**src/rtl/lagu_pkg.sv**
```systemverilog
package lagu_pkg;
  localparam int ADDR_W = 32;
  localparam int DISP_W = 16;
  localparam int LANE_W = 8;
  localparam int LANES  = ADDR_W / LANE_W;
  localparam int PART_W = $clog2(LANES);
  localparam int SHA_W  = 2;

  typedef enum logic [3:0] {
    AM_POSTINC = 4'd0,
    AM_PREDEC  = 4'd1,
    AM_DSHORT  = 4'd2,
    AM_DLONG   = 4'd3,
    AM_INDEX   = 4'd4,
    AM_XINDEX  = 4'd5,
    AM_COND    = 4'd6,
    AM_PCREL   = 4'd7,
    AM_SPREL   = 4'd8,
    AM_DMID    = 4'd9
  } am_e;

  typedef enum logic [1:0] {SZ_B = 2'd0, SZ_H = 2'd1, SZ_W = 2'd2, SZ_D = 2'd3} sz_e;

  typedef enum logic [1:0] {BS_PTR = 2'd0, BS_PC = 2'd1, BS_SP = 2'd2} bsel_e;

  typedef struct packed {
    logic [ADDR_W-1:0] addr;
    logic [ADDR_W-1:0] wb_data;
    logic              wb_en;
  } agu_res_t;
endpackage

```
**src/rtl/lagu_offset.sv**
```systemverilog
module lagu_offset
  import lagu_pkg::*;
(
  input  am_e               mode,
  input  sz_e               size,
  input  logic [ADDR_W-1:0] index,
  input  logic [DISP_W-1:0] disp,
  input  logic [SHA_W-1:0]  shamt,
  input  logic [PART_W-1:0] part,
  output logic [ADDR_W-1:0] offset,
  output bsel_e             bsel
);
  localparam int SHORT_NW = 3;
  localparam int SHORT_WW = 5;
  localparam int COND_W   = 9;
  localparam int REL_W    = 7;
  localparam int MID_W    = 12;
  localparam int WSHIFT   = 2;

  logic [LANE_W-1:0] lane [LANES];
  for (genvar g = 0; g < LANES; g++) begin : g_lane
    assign lane[g] = index[g*LANE_W +: LANE_W];
  end

  logic [ADDR_W-1:0] short_f, cond_f, rel_f, mid_f, long_f, lane_f;

  always_comb begin
    short_f = (size == SZ_W) ? ADDR_W'(disp[SHORT_WW-1:0]) : ADDR_W'(disp[SHORT_NW-1:0]);
    cond_f  = ADDR_W'(disp[COND_W-1:0]);
    rel_f   = ADDR_W'(disp[REL_W-1:0]);
    mid_f   = {{(ADDR_W-MID_W){disp[MID_W-1]}}, disp[MID_W-1:0]};
    long_f  = {{(ADDR_W-DISP_W){disp[DISP_W-1]}}, disp};
    lane_f  = ADDR_W'(lane[part]);
    bsel    = BS_PTR;
    case (mode)
      AM_DSHORT: offset = short_f << size;
      AM_DLONG:  offset = long_f;
      AM_INDEX:  offset = index << shamt;
      AM_XINDEX: offset = lane_f << WSHIFT;
      AM_COND:   offset = cond_f << size;
      AM_PCREL: begin
        offset = rel_f << WSHIFT;
        bsel   = BS_PC;
      end
      AM_SPREL: begin
        offset = rel_f << WSHIFT;
        bsel   = BS_SP;
      end
      AM_DMID:   offset = mid_f << size;
      default:   offset = '0;
    endcase
  end
endmodule

```
**src/rtl/lagu_step.sv**
```systemverilog
module lagu_step
  import lagu_pkg::*;
(
  input  sz_e               size,
  input  logic [ADDR_W-1:0] ptr,
  output logic [ADDR_W-1:0] ptr_inc,
  output logic [ADDR_W-1:0] ptr_dec
);
  logic [ADDR_W-1:0] step;
  assign step    = ADDR_W'(1) << size;
  assign ptr_inc = ptr + step;
  assign ptr_dec = ptr - step;
endmodule

```
**src/rtl/lagu_stage.sv**
```systemverilog
module lagu_stage #(
  parameter int W = 8
) (
  input  logic         clk,
  input  logic         rst_n,
  input  logic         in_valid,
  output logic         in_ready,
  input  logic [W-1:0] in_data,
  output logic         out_valid,
  input  logic         out_ready,
  output logic [W-1:0] out_data
);
  assign in_ready = !out_valid || out_ready;

  always_ff @(posedge clk) begin
    if (!rst_n) out_valid <= 1'b0;
    else if (in_ready) out_valid <= in_valid;
  end

  always_ff @(posedge clk) begin
    if (in_valid && in_ready) out_data <= in_data;
  end

  // a stalled result neither vanishes nor changes
  p_hold_r12: assert property (@(posedge clk) disable iff (!rst_n)
    out_valid && !out_ready |=> out_valid && $stable(out_data));

  // the output only fills from an offered request
  p_fill_r12: assert property (@(posedge clk) disable iff (!rst_n)
    $rose(out_valid) |-> $past(in_valid));
endmodule

```
**src/rtl/ld_agu.sv**
```systemverilog
module ld_agu
  import lagu_pkg::*;
(
  input  logic                clk,
  input  logic                rst_n,
  input  logic                in_valid,
  output logic                in_ready,
  input  logic [3:0]          in_mode,
  input  logic [1:0]          in_size,
  input  logic [ADDR_W-1:0]   in_base,
  input  logic [ADDR_W-1:0]   in_index,
  input  logic [ADDR_W-1:0]   in_pc,
  input  logic [ADDR_W-1:0]   in_sp,
  input  logic [DISP_W-1:0]   in_disp,
  input  logic [SHA_W-1:0]    in_shamt,
  input  logic [PART_W-1:0]   in_part,
  output logic                out_valid,
  input  logic                out_ready,
  output logic [ADDR_W-1:0]   out_addr,
  output logic [ADDR_W-1:0]   out_wb_data,
  output logic                out_wb_en
);
  localparam logic [ADDR_W-1:0] WORD_MASK = ~ADDR_W'(3);
  localparam int RES_W = $bits(agu_res_t);

  am_e mode;
  sz_e size;
  assign mode = am_e'(in_mode);
  assign size = sz_e'(in_size);

  logic [ADDR_W-1:0] offset, ptr_inc, ptr_dec, base_eff;
  bsel_e             bsel;
  agu_res_t          c_res, q_res;

  lagu_offset u_offset (
    .mode(mode), .size(size), .index(in_index), .disp(in_disp),
    .shamt(in_shamt), .part(in_part), .offset(offset), .bsel(bsel)
  );

  lagu_step u_step (
    .size(size), .ptr(in_base), .ptr_inc(ptr_inc), .ptr_dec(ptr_dec)
  );

  always_comb begin
    case (bsel)
      BS_PC:   base_eff = in_pc & WORD_MASK;
      BS_SP:   base_eff = in_sp & WORD_MASK;
      default: base_eff = in_base;
    endcase
    c_res.addr    = base_eff + offset;
    c_res.wb_data = in_base;
    c_res.wb_en   = 1'b0;
    if (mode == AM_POSTINC) begin
      c_res.addr    = in_base;
      c_res.wb_data = ptr_inc;
      c_res.wb_en   = 1'b1;
    end else if (mode == AM_PREDEC) begin
      c_res.addr    = ptr_dec;
      c_res.wb_data = ptr_dec;
      c_res.wb_en   = 1'b1;
    end
  end

  lagu_stage #(.W(RES_W)) u_stage (
    .clk(clk), .rst_n(rst_n),
    .in_valid(in_valid), .in_ready(in_ready), .in_data(c_res),
    .out_valid(out_valid), .out_ready(out_ready), .out_data(q_res)
  );

  assign out_addr    = q_res.addr;
  assign out_wb_data = q_res.wb_data;
  assign out_wb_en   = q_res.wb_en;

  // write-back lies exactly one step above the address
  p_postinc_step_r1: assert property (@(posedge clk) disable iff (!rst_n)
    in_valid && mode == AM_POSTINC |-> (c_res.wb_data - c_res.addr) == (ADDR_W'(1) << in_size));

  // address and written pointer agree, and the pointer moved
  p_predec_same_r2: assert property (@(posedge clk) disable iff (!rst_n)
    in_valid && mode == AM_PREDEC |-> c_res.addr == c_res.wb_data && c_res.wb_data != in_base);

  // PC- and SP-relative addresses are word aligned
  p_rel_align_r8: assert property (@(posedge clk) disable iff (!rst_n)
    in_valid && (mode == AM_PCREL || mode == AM_SPREL) |-> c_res.addr[1:0] == 2'b00);

  // non-pointer modes leave the pointer alone
  p_no_wb_r10: assert property (@(posedge clk) disable iff (!rst_n)
    in_valid && mode != AM_POSTINC && mode != AM_PREDEC |-> !c_res.wb_en && c_res.wb_data == in_base);
endmodule

```
**config.mk**
```make
export PLATFORM = sky130hd
export DESIGN_NAME = ld_agu
export DESIGN_NICKNAME = d
export VERILOG_FILES = /design/src/rtl/lagu_pkg.sv /design/src/rtl/lagu_offset.sv /design/src/rtl/lagu_step.sv /design/src/rtl/lagu_stage.sv /design/src/rtl/ld_agu.sv
export SDC_FILE = /design/constraint.sdc
export NUM_CORES = 1
export LEC_CHECK = 0
export ABC_AREA = 1
export BUFFER_PORTS_ARGS = -buffer_cell sky130_fd_sc_hd__buf_2
export CORE_UTILIZATION = 45
export DETAILED_ROUTE_END_ITERATION = 6
export PLACE_DENSITY = 0.68
export SYNTH_ARGS = -nofsm -noshare
export SYNTH_HDL_FRONTEND = slang
export SYNTH_HIERARCHICAL = 1
export SYNTH_SLANG_ARGS = --single-unit
```
**constraint.sdc**
```tcl
create_clock -name clk -period 5.45 [get_ports clk]
set_input_delay 0.8175 -clock clk [delete_from_list [all_inputs] [get_ports clk]]
set_output_delay 0.8175 -clock clk [all_outputs]
set_load 0.01 [all_outputs]
```
==> reports/results.tsv, run 1 <==
stage	metric	value	unit
global_route	overflow	0	
synthesis	ys_ff_latch	66	
drt	drt-total-wl	37240	um
clock_network	cts_tree	built	
floorplan	fp.coreArea	22570	um^2
synthesis	syn-mean-instance-area	5.726	um^2
clock_network	clk_path_buf_depth	2	
synthesis	synth_seq_area_share	0.1913	
floorplan	rows	55	
worst_setup_path	cp_top_family	simple AND/OR/NAND/NOR gates	
worst_setup_path	rrSetupSlack	3870	ps
timing	hold_ws	528.9	ps
worst_setup_path	cp.depth	20	
placement	dp_hpwl	29800	um
synthesis	netlist_top_cells_area	nand2_1 25%, edfxtp_1 19%, inv_1 9.8%	
clock_network	cts_sinks	66	
worst_setup_path	cp.required	5530	ps
drt	drcViolationCount	0	
timing	hold_violations	0	
pwr	powerDensity	185.8	nW/um^2
pwr	p_leak	0.006370	uW
synthesis	ys_types	40	
timing	worst_pin_slew	926.4	ps
clock_network	cts_resized	0	
clock_network	clock_latency	340	ps
placement	dp_cells	2253	
timing	rsz0062_at_grt	no	
cells_and_area	final_cells	2269	
drt	ant_nets	0	
worst_setup_path	r2r_cells	2	
drt	drt_iter0_drc	1165	
clock_network	cts_root_buf	clkbuf_16	
clock_network	cts_max_level	3	
worst_setup_path	path_cells	buf_2, inv_2, nand2_1, nor2_1, inv_1, ha_1, buf_4, a221o_1, o21ai_0, inv_1, ha_1, nand2_1, nor2_1, nand2_1, nor2_1, nand2_1, nand3_1, nand2_1, nand3_1, nand2_1	
clock_network	postCtsHoldBufs	0	
synthesis	syn_area	10310	um^2
synthesis	syn_nets	2005	
global_route	antenna_found_initial	0	
timing	slew_headroom	0.3809	
cells_and_area	ff_latch_area	1972	um^2
pwr	ir_worst_vdd	155.2	uV
placement	gp_congestion	0.9750	
clock_network	cts_buffers	9	
drt	wl_per_cell	16.41	um
cells_and_area	mostFrequentLayoutCells	686 x nand2_1, 269 x inv_1, 220 x buf_2	
outcome	status	complete, no violations	
floorplan	io_pins	225	
drt	dr.pass1.iters	6	
worst_setup_path	arrival	4240	ps
floorplan	dieHeight	153.3	um
worst_setup_path	path_max_fanout	17	
synthesis	synth_top_area_frac	0.2498	
floorplan	dieArea	23510	um^2
worst_setup_path	crit_path_frequent_cell	nand2_1	
cells_and_area	drive_gt1_frac	0.1568	
worst_setup_path	crit_path_top_delay_cell	ha_1	
clock_network	clkTransAtPathRegs	60	ps
worst_hold_path	worstHoldPathCells	2	
timing	fin_skew	10.43	ps
floorplan	start_util	0.4566	
floorplan	die_x	153.3	um
cells_and_area	fin_nets	2184	
worst_setup_path	crit_path_end_kind	flip-flop	
worst_hold_path	hp-class	flip-flop to flip-flop	
cells_and_area	final_common_cell	nand2_1	
global_route	grt_pass1_vias	10932	
job	drv_cap	0	
worst_setup_path	crit_type	input pin to flip-flop	
timing	final.setup.tns	0	ps
placement	post_dp_cell_area	11520	um^2
global_route	grt_usage	0.3139	
drt	vias	12154	
timing	fin_crit_sh	0.7624	
drt	via_per_inst	5.357	
cells_and_area	area_delta_synth_final	15.11	%
timing	fmax	240.7	MHz
global_route	grt_pass1_wl	57760	um
synthesis	synth_cells	1800	
cells_and_area	n_antenna_cell	0	
cells_and_area	multi_input_area	6939	um^2
global_route	grt_start_max_net_pins	66	
placement	io_buffers	220	
worst_setup_path	timing.critical_path.buf_inv	5	
timing	min_period	4155	ps
synthesis	synth_top_area_cell	nand2_1	
timing	setup_viol	0	
cells_and_area	final_area	11860	um^2
worst_setup_path	cp_slowest_stage_delay	500	ps
clock_network	cts_setup_buffers	0	
worst_setup_path	crit_path_start_kind	input pin	
synthesis	yosysWarnings	6	
timing	slew_violations	0	
cells_and_area	fin_util	0.5256	
cells_and_area	final.fill_count	2409	
worst register-to-register path, stage by stage (launching register included):
cell     delay, ps
dfxtp_1        350
a21oi_4        150
buf_4          650
power breakdown:
group          internal [uW]  total (uW)  leakage [uW]  switching [uW]
Clock                    437         663      0.000165             226
Sequential               633         647      0.000640            14.9
Combinational            299         893       0.00556             594
cell families after synthesis:
group                      share of synthesized area
and+or+nand+nor                               0.4379
buffers and inverters                         0.1372
AOI/OAI and AO/OA                             0.1382
DFF                                           0.1913
adders and majority gates                    0.05925
xor gates and xnor gates                     0.03229
muxes                                       0.003885
stage by stage:
stage	setup WS, ps	power [uW]
after detailed placement	987.0	1534
after floorplan	911.8	1226
after global placement	1014	1528
after global routing	903.2	2328
final	1295	2204
after CTS	1322	2200
state kept, by name, indices dropped and copies added (netlist names):
| signal | flops |
|---|---|
| u_stage/out_data | 65 |
| u_stage/out_valid | 1 |
cell type report:
cell class / instances / area share
clock inverters: 4 / 0.006117
multi-input cells: 1385 / 0.5849
inverters: 286 / 0.09049
clock buffers: 12 / 0.02246
well taps: 285 / 0.03006
flip-flops and latches: 66 / 0.1662
repair buffers: 231 / 0.09977
routing by layer:
layer	up-vias	share of wire	wire length (um)	global-route usage
met3	53	0.086	3192	0.04281
met4	0	0.023	873	0.08714
met5	-	0	0	0
met2	548	0.44	16510	0.5114
met1	5435	0.45	16660	0.4327
li1	6118	-	-	-
worst paths after layout:
check,startpoint,endpoint
max reg2reg,u_stage/out_valid,u_stage/out_data[40]
min reg2reg,u_stage/out_valid,u_stage/out_valid
max,in_mode[0],u_stage/out_data[59]
min,u_stage/out_valid,u_stage/out_valid
Yosys cell counts:
library cell / count
o221ai_1: 8
nand3b_1: 5
buf_6: 5
mux2i_1: 4
a21oi_1: 29
o21ai_2: 1
nand3_2: 2
o211ai_1: 43
buf_4: 5
buf_2: 38
nor2_2: 14
a221o_1: 29
nor3_1: 9
xor2_1: 22
nor2_1: 149
inv_1: 269
a21oi_4: 1
or2_1: 2
nand2_1: 686
a21oi_2: 2
clkbuf_1: 15
dfxtp_1: 1
a21o_1: 1
nand3_1: 165
o21bai_1: 10
clkinv_1: 2
fa_1: 3
nand2_2: 16
nor3_2: 2
edfxtp_1: 65
o21ai_1: 21
and2_1: 3
o21ai_0: 73
nor3_4: 3
nor2_4: 5
nand4_1: 16
ha_1: 44
xnor2_1: 16
or2_2: 1
inv_2: 15
Note: power is estimated with default switching activity, not from simulation.
==> run 2: changes to the inputs <==
--- a/config.mk
+++ b/config.mk
@@ -5,11 +5,11 @@
 export SDC_FILE = /design/constraint.sdc
 export NUM_CORES = 1
 export LEC_CHECK = 0
-export ABC_AREA = 1
+export ABC_AREA = 0
 export BUFFER_PORTS_ARGS = -buffer_cell sky130_fd_sc_hd__buf_2
 export CORE_UTILIZATION = 45
 export DETAILED_ROUTE_END_ITERATION = 6
-export PLACE_DENSITY = 0.68
+export PLACE_DENSITY = 0.72
 export SYNTH_ARGS = -nofsm -noshare
 export SYNTH_HDL_FRONTEND = slang
 export SYNTH_HIERARCHICAL = 1
==> constraint.sdc (replaced) <==
create_clock -name clk -period 3.4 [get_ports clk]
set_input_delay 0.51 -clock clk [delete_from_list [all_inputs] [get_ports clk]]
set_output_delay 0.51 -clock clk [all_outputs]
set_load 0.01 [all_outputs]
==> run 2 against run 1 <==
The flow now finishes with violations (DRC, setup timing). Die area down 12%. Global-route usage shrank 1.4 points. Combinational power increased by 97%. Sequential share of layout area decreased by 2.0 points. Sequential power rose by 58%. Clock-buffer cell count down 2. Synthesized area fell by 13%. Non-clock buffer count increased by 252. Wire length shrank 14%. Clock skew grew 1.4 ps.
==> reports/results.tsv, run 2 <==
stage	metric	value	unit	change
timing	worst_slack	-335.1	ps	-1630 ps
worst_setup_path	crit_path_top_delay_cell	mux4_2		
global_route	grt_usage	0.2998		-0.01408
timing	fin_skew	11.82	ps	+1.398 ps
worst_setup_path	arrival	3830	ps	-410 ps
floorplan	fp.coreArea	19530	um^2	-13%
floorplan	dieArea	20580	um^2	-12%
global_route	antenna_found_initial	0		unchanged
cells_and_area	area_delta_synth_final	49.72	%	
synthesis	synth_top_area_frac	0.2168		-0.03306
worst_hold_path	min_to	u_stage/out_valid		
pwr	p_leak	0.006070	uW	-4.7%
timing	fmax	267.7	MHz	
worst_setup_path	cp_slowest_stage_delay	510	ps	about the same
floorplan	dieHeight	143.5	um	-6.4%
pwr	ir_worst_vdd	223.7	uV	+44%
timing	hold_ws	405.8	ps	-123.1 ps
timing	rsz0062_at_grt	yes		
pwr	powerDensity	269.3	nW/um^2	+45%
cells_and_area	fin_nets	1696		-22%
synthesis	synthMuxAreaShare	0.1652		+0.1613
clock_network	clkTransAtPathRegs	70	ps	about the same
worst_setup_path	crit_path_end_kind	flip-flop		
worst_setup_path	path_cells	buf_6, buf_6, buf_12, buf_12, mux4_2, a222oi_1, inv_1, ha_4, a21oi_4, o21ai_2, a311o_1, nand4b_4, a21oi_2, or4_1, a31o_1		
cells_and_area	top_register	u_stage/out_data		
placement	io_buffers	220		unchanged
clock_network	clk_path_buf_depth	2		unchanged
drt	drt_iter0_drc	746		-36%
synthesis	synth_edf_count	65		unchanged
synthesis	async_flop_share	0		unchanged
global_route	grt_start_max_net_pins	70		+6.1%
timing	worst_pin_slew	867.2	ps	-59.23 ps
placement	dp_slack	-924.4	ps	-1911 ps
timing	fin_crit_sh	1.099		
worst_setup_path	r2r_cells	2		unchanged
clock_network	cts_tree	built		
global_route	grt_pass1_vias	9249		-15%
synthesis	synth_xor_area_frac	0.08171		+0.04942
clock_network	cts_sinks	66		unchanged
synthesis	ys_top_cells_by_count	173 x nand2_1, 107 x o21ai_0, 71 x mux2i_1, 65 x edfxtp_1, 61 x a21oi_1		
pwr	seq_power_share	0.281		-0.013
worst_setup_path	cp.required	3500	ps	-2030 ps
cells_and_area	drive_gt1_frac	0.4659		+0.3092
timing	slew_violations	0		unchanged
outcome	violations	DRC, setup timing		
worst_setup_path	path_max_fanout	7		-10
timing	min_period	3735	ps	
pwr	intPower	2336	uW	+71%
timing	slew_headroom	0.4219		+0.04095
pwr	power_frac_comb	0.484		+0.079
synthesis	synth_seq_area_share	0.2190		+0.02768
synthesis	synth-compound-area-share	0.2071		+0.06890
floorplan	rows	51		-7.3%
drt	via_per_inst	5.783		+8.0%
drt	dr.pass1.iters	7		+1
floorplan	die_x	143.5	um	-6.4%
synthesis	syn-mean-instance-area	8.337	um^2	+46%
cells_and_area	n_antenna_cell	0		unchanged
clock_network	clock_latency	340	ps	about the same
placement	gp_congestion	0.9668		-0.84%
synthesis	ys_ff_latch	66		unchanged
worst_hold_path	min_from	rst_n		
pwr	p_sw_frac	0.3566		-0.02236
pwr	clkPwrFrac	0.234		-0.067
cells_and_area	mostFrequentLayoutCells	234 x buf_4, 213 x buf_2, 166 x nand2_1		
synthesis	ys_types	83		+110%
synthesis	synthAdderAreaFrac	0.06782		+0.008571
synthesis	synth_top_area_cell	edfxtp_1		
synthesis	yosysMostFrequentCell	nand2_1		
synthesis	synthFlopType	edfxtp_1		
clock_network	cts_max_level	3		unchanged
synthesis	syn_nets	1285		-36%
timing	hold_violations	0		unchanged
synthesis	netlist_top_cells_area	edfxtp_1 22%, mux2i_1 7.9%, nand2_1 7.2%		
cells_and_area	largest_reg_flops	65		unchanged
drt	drcViolationCount	1		+1
timing	setup_viol	20		+20
synthesis	yosys.area_share.simple	0.2015		-0.2364
synthesis	synth_top_family_by_area	compound AO/OA/AOI/OAI gates		
drt	drt-total-wl	32150	um	-14%
cells_and_area	final_common_cell	buf_4		
clock_network	cts_buffers	9		unchanged
drt	vias	10183		-16%
worst_setup_path	crit_type	input pin to flip-flop		
clock_network	cts_root_buf	clkbuf_16		
worst_setup_path	r2r-end	u_stage/out_data[30]		
synthesis	syn_area	9004	um^2	-13%
worst_setup_path	rrSetupSlack	1870	ps	-2000 ps
cells_and_area	final.fill_count	1521		-37%
drt	wl_per_cell	18.26	um	+11%
floorplan	start_util	0.4611		+0.004508
global_route	grt_pass1_wl	47780	um	-17%
worst_setup_path	crit_path_start_kind	input pin		
outcome	status	finished, violations left		
worst_setup_path	worstReg2RegStart	u_stage/out_valid		
job	drv_cap	0		unchanged
worst_hold_path	hp-class	input pin to flip-flop		
cells_and_area	fin_util	0.6904		+0.1648
synthesis	synth_cells	1080		-40%
cells_and_area	reg_top3	u_stage/out_data: 65 flops, u_stage/out_valid: 1 flops		
worst_hold_path	worstHoldPathCells	2		unchanged
pwr	p_switching	1295	uW	+55%
synthesis	yosysWarnings	6		unchanged
clock_network	postCtsHoldBufs	0		unchanged
drt	ant_nets	0		unchanged
placement	dp_hpwl	24120	um	-19%
global_route	overflow	0		unchanged
floorplan	io_pins	225		unchanged
[run 2: cell count changes after synthesis, sizes merged, moves of 16 or more]
cell    before  now
a221o       29    3
mux4         0   28
nor2       168   59
mux2i        4   71
a22oi        0   34
inv        284   25
xor2        22   43
clkbuf      15   50
a21oi       32   62
nand3      167   15
o21ai       95  111
nand2      702  173
o211ai      43   11
xnor2       16   41
[run 2: timing repair]
item                                    in CTS  in global routing
pin swaps                                   57                 75
endpoints found under the hold margin        0                  0
gates resized for setup                    145                 85
buffers inserted                            21                 15
gates cloned                                 1                  1
endpoints found under the setup margin      23                 24
[run 2: cell type report]
cell class              count  area [um^2]  share of cell area
clock buffers              10        229.0             0.01699
well taps                 265        331.6             0.02460
inverters                  25        93.84            0.006961
clock inverters             6        33.78            0.002506
flip-flops and latches     66         1972              0.1463
multi-input cells         906         7467              0.5539
repair buffers            483         3353              0.2487
[run 2: worst max-delay path by stage]
stage,start,cells past startpoint,endpoint
finish,in_shamt[0],15,u_stage/out_data[63]
global placement,in_mode[3],17,u_stage/out_data[63]
floorplan,in_mode[2],15,u_stage/out_data[63]
global route,in_mode[3],15,u_stage/out_data[63]
detailed placement,in_mode[3],18,u_stage/out_data[64]
CTS,in_mode[2],14,u_stage/out_data[63]
[run 2: power by group through the flow]
stage | Combinational (uW) | Sequential [uW] | Clock, uW
3_5_place_dp | 1470 | 1040 | 0
2_1_floorplan | 777 | 1080 | 0
3_3_place_gp | 1440 | 1040 | 0
4_1_cts | 1610 | 1020 | 858
6_report | 1760 | 1020 | 851
5_1_grt | 1880 | 1030 | 884
[run 2: metal layers]
metal	wire length [um]	global-route usage
met5	0	0
met2	15160	0.4900
met1	13890	0.4108
met4	1083	0.1153
met3	2022	0.02433
[run 2: logic make-up after synthesis]
group           after synthesis
flops                        66
simple gates                364
mux                         112
compound gates              299
fa+ha+maj                    47
buf+inv                     108
xor+xnor                     84
[run 2: worst max-delay path, delay by kind of cell]
kind | cells | cell delay (ps)
buffers and inverters | 5 | 610
adder cells (fa/ha/maj) | 1 | 310
AND/OR/NAND/NOR | 2 | 630
AO/OA/AOI/OAI | 6 | 1260
multiplexers | 1 | 510
[run 2: through the flow]
step	total power, uW	std cells	TNS [ps]	area, um^2
floorplan	1860	1080	-4767	9143
finish	3631	1761	-2658	13480
global placement	2483	1709	-13380	11880
CTS	3487	1746	-715.9	12940
detailed placement	2506	1709	-14680	11880
global route	3796	1761	-4456	13480
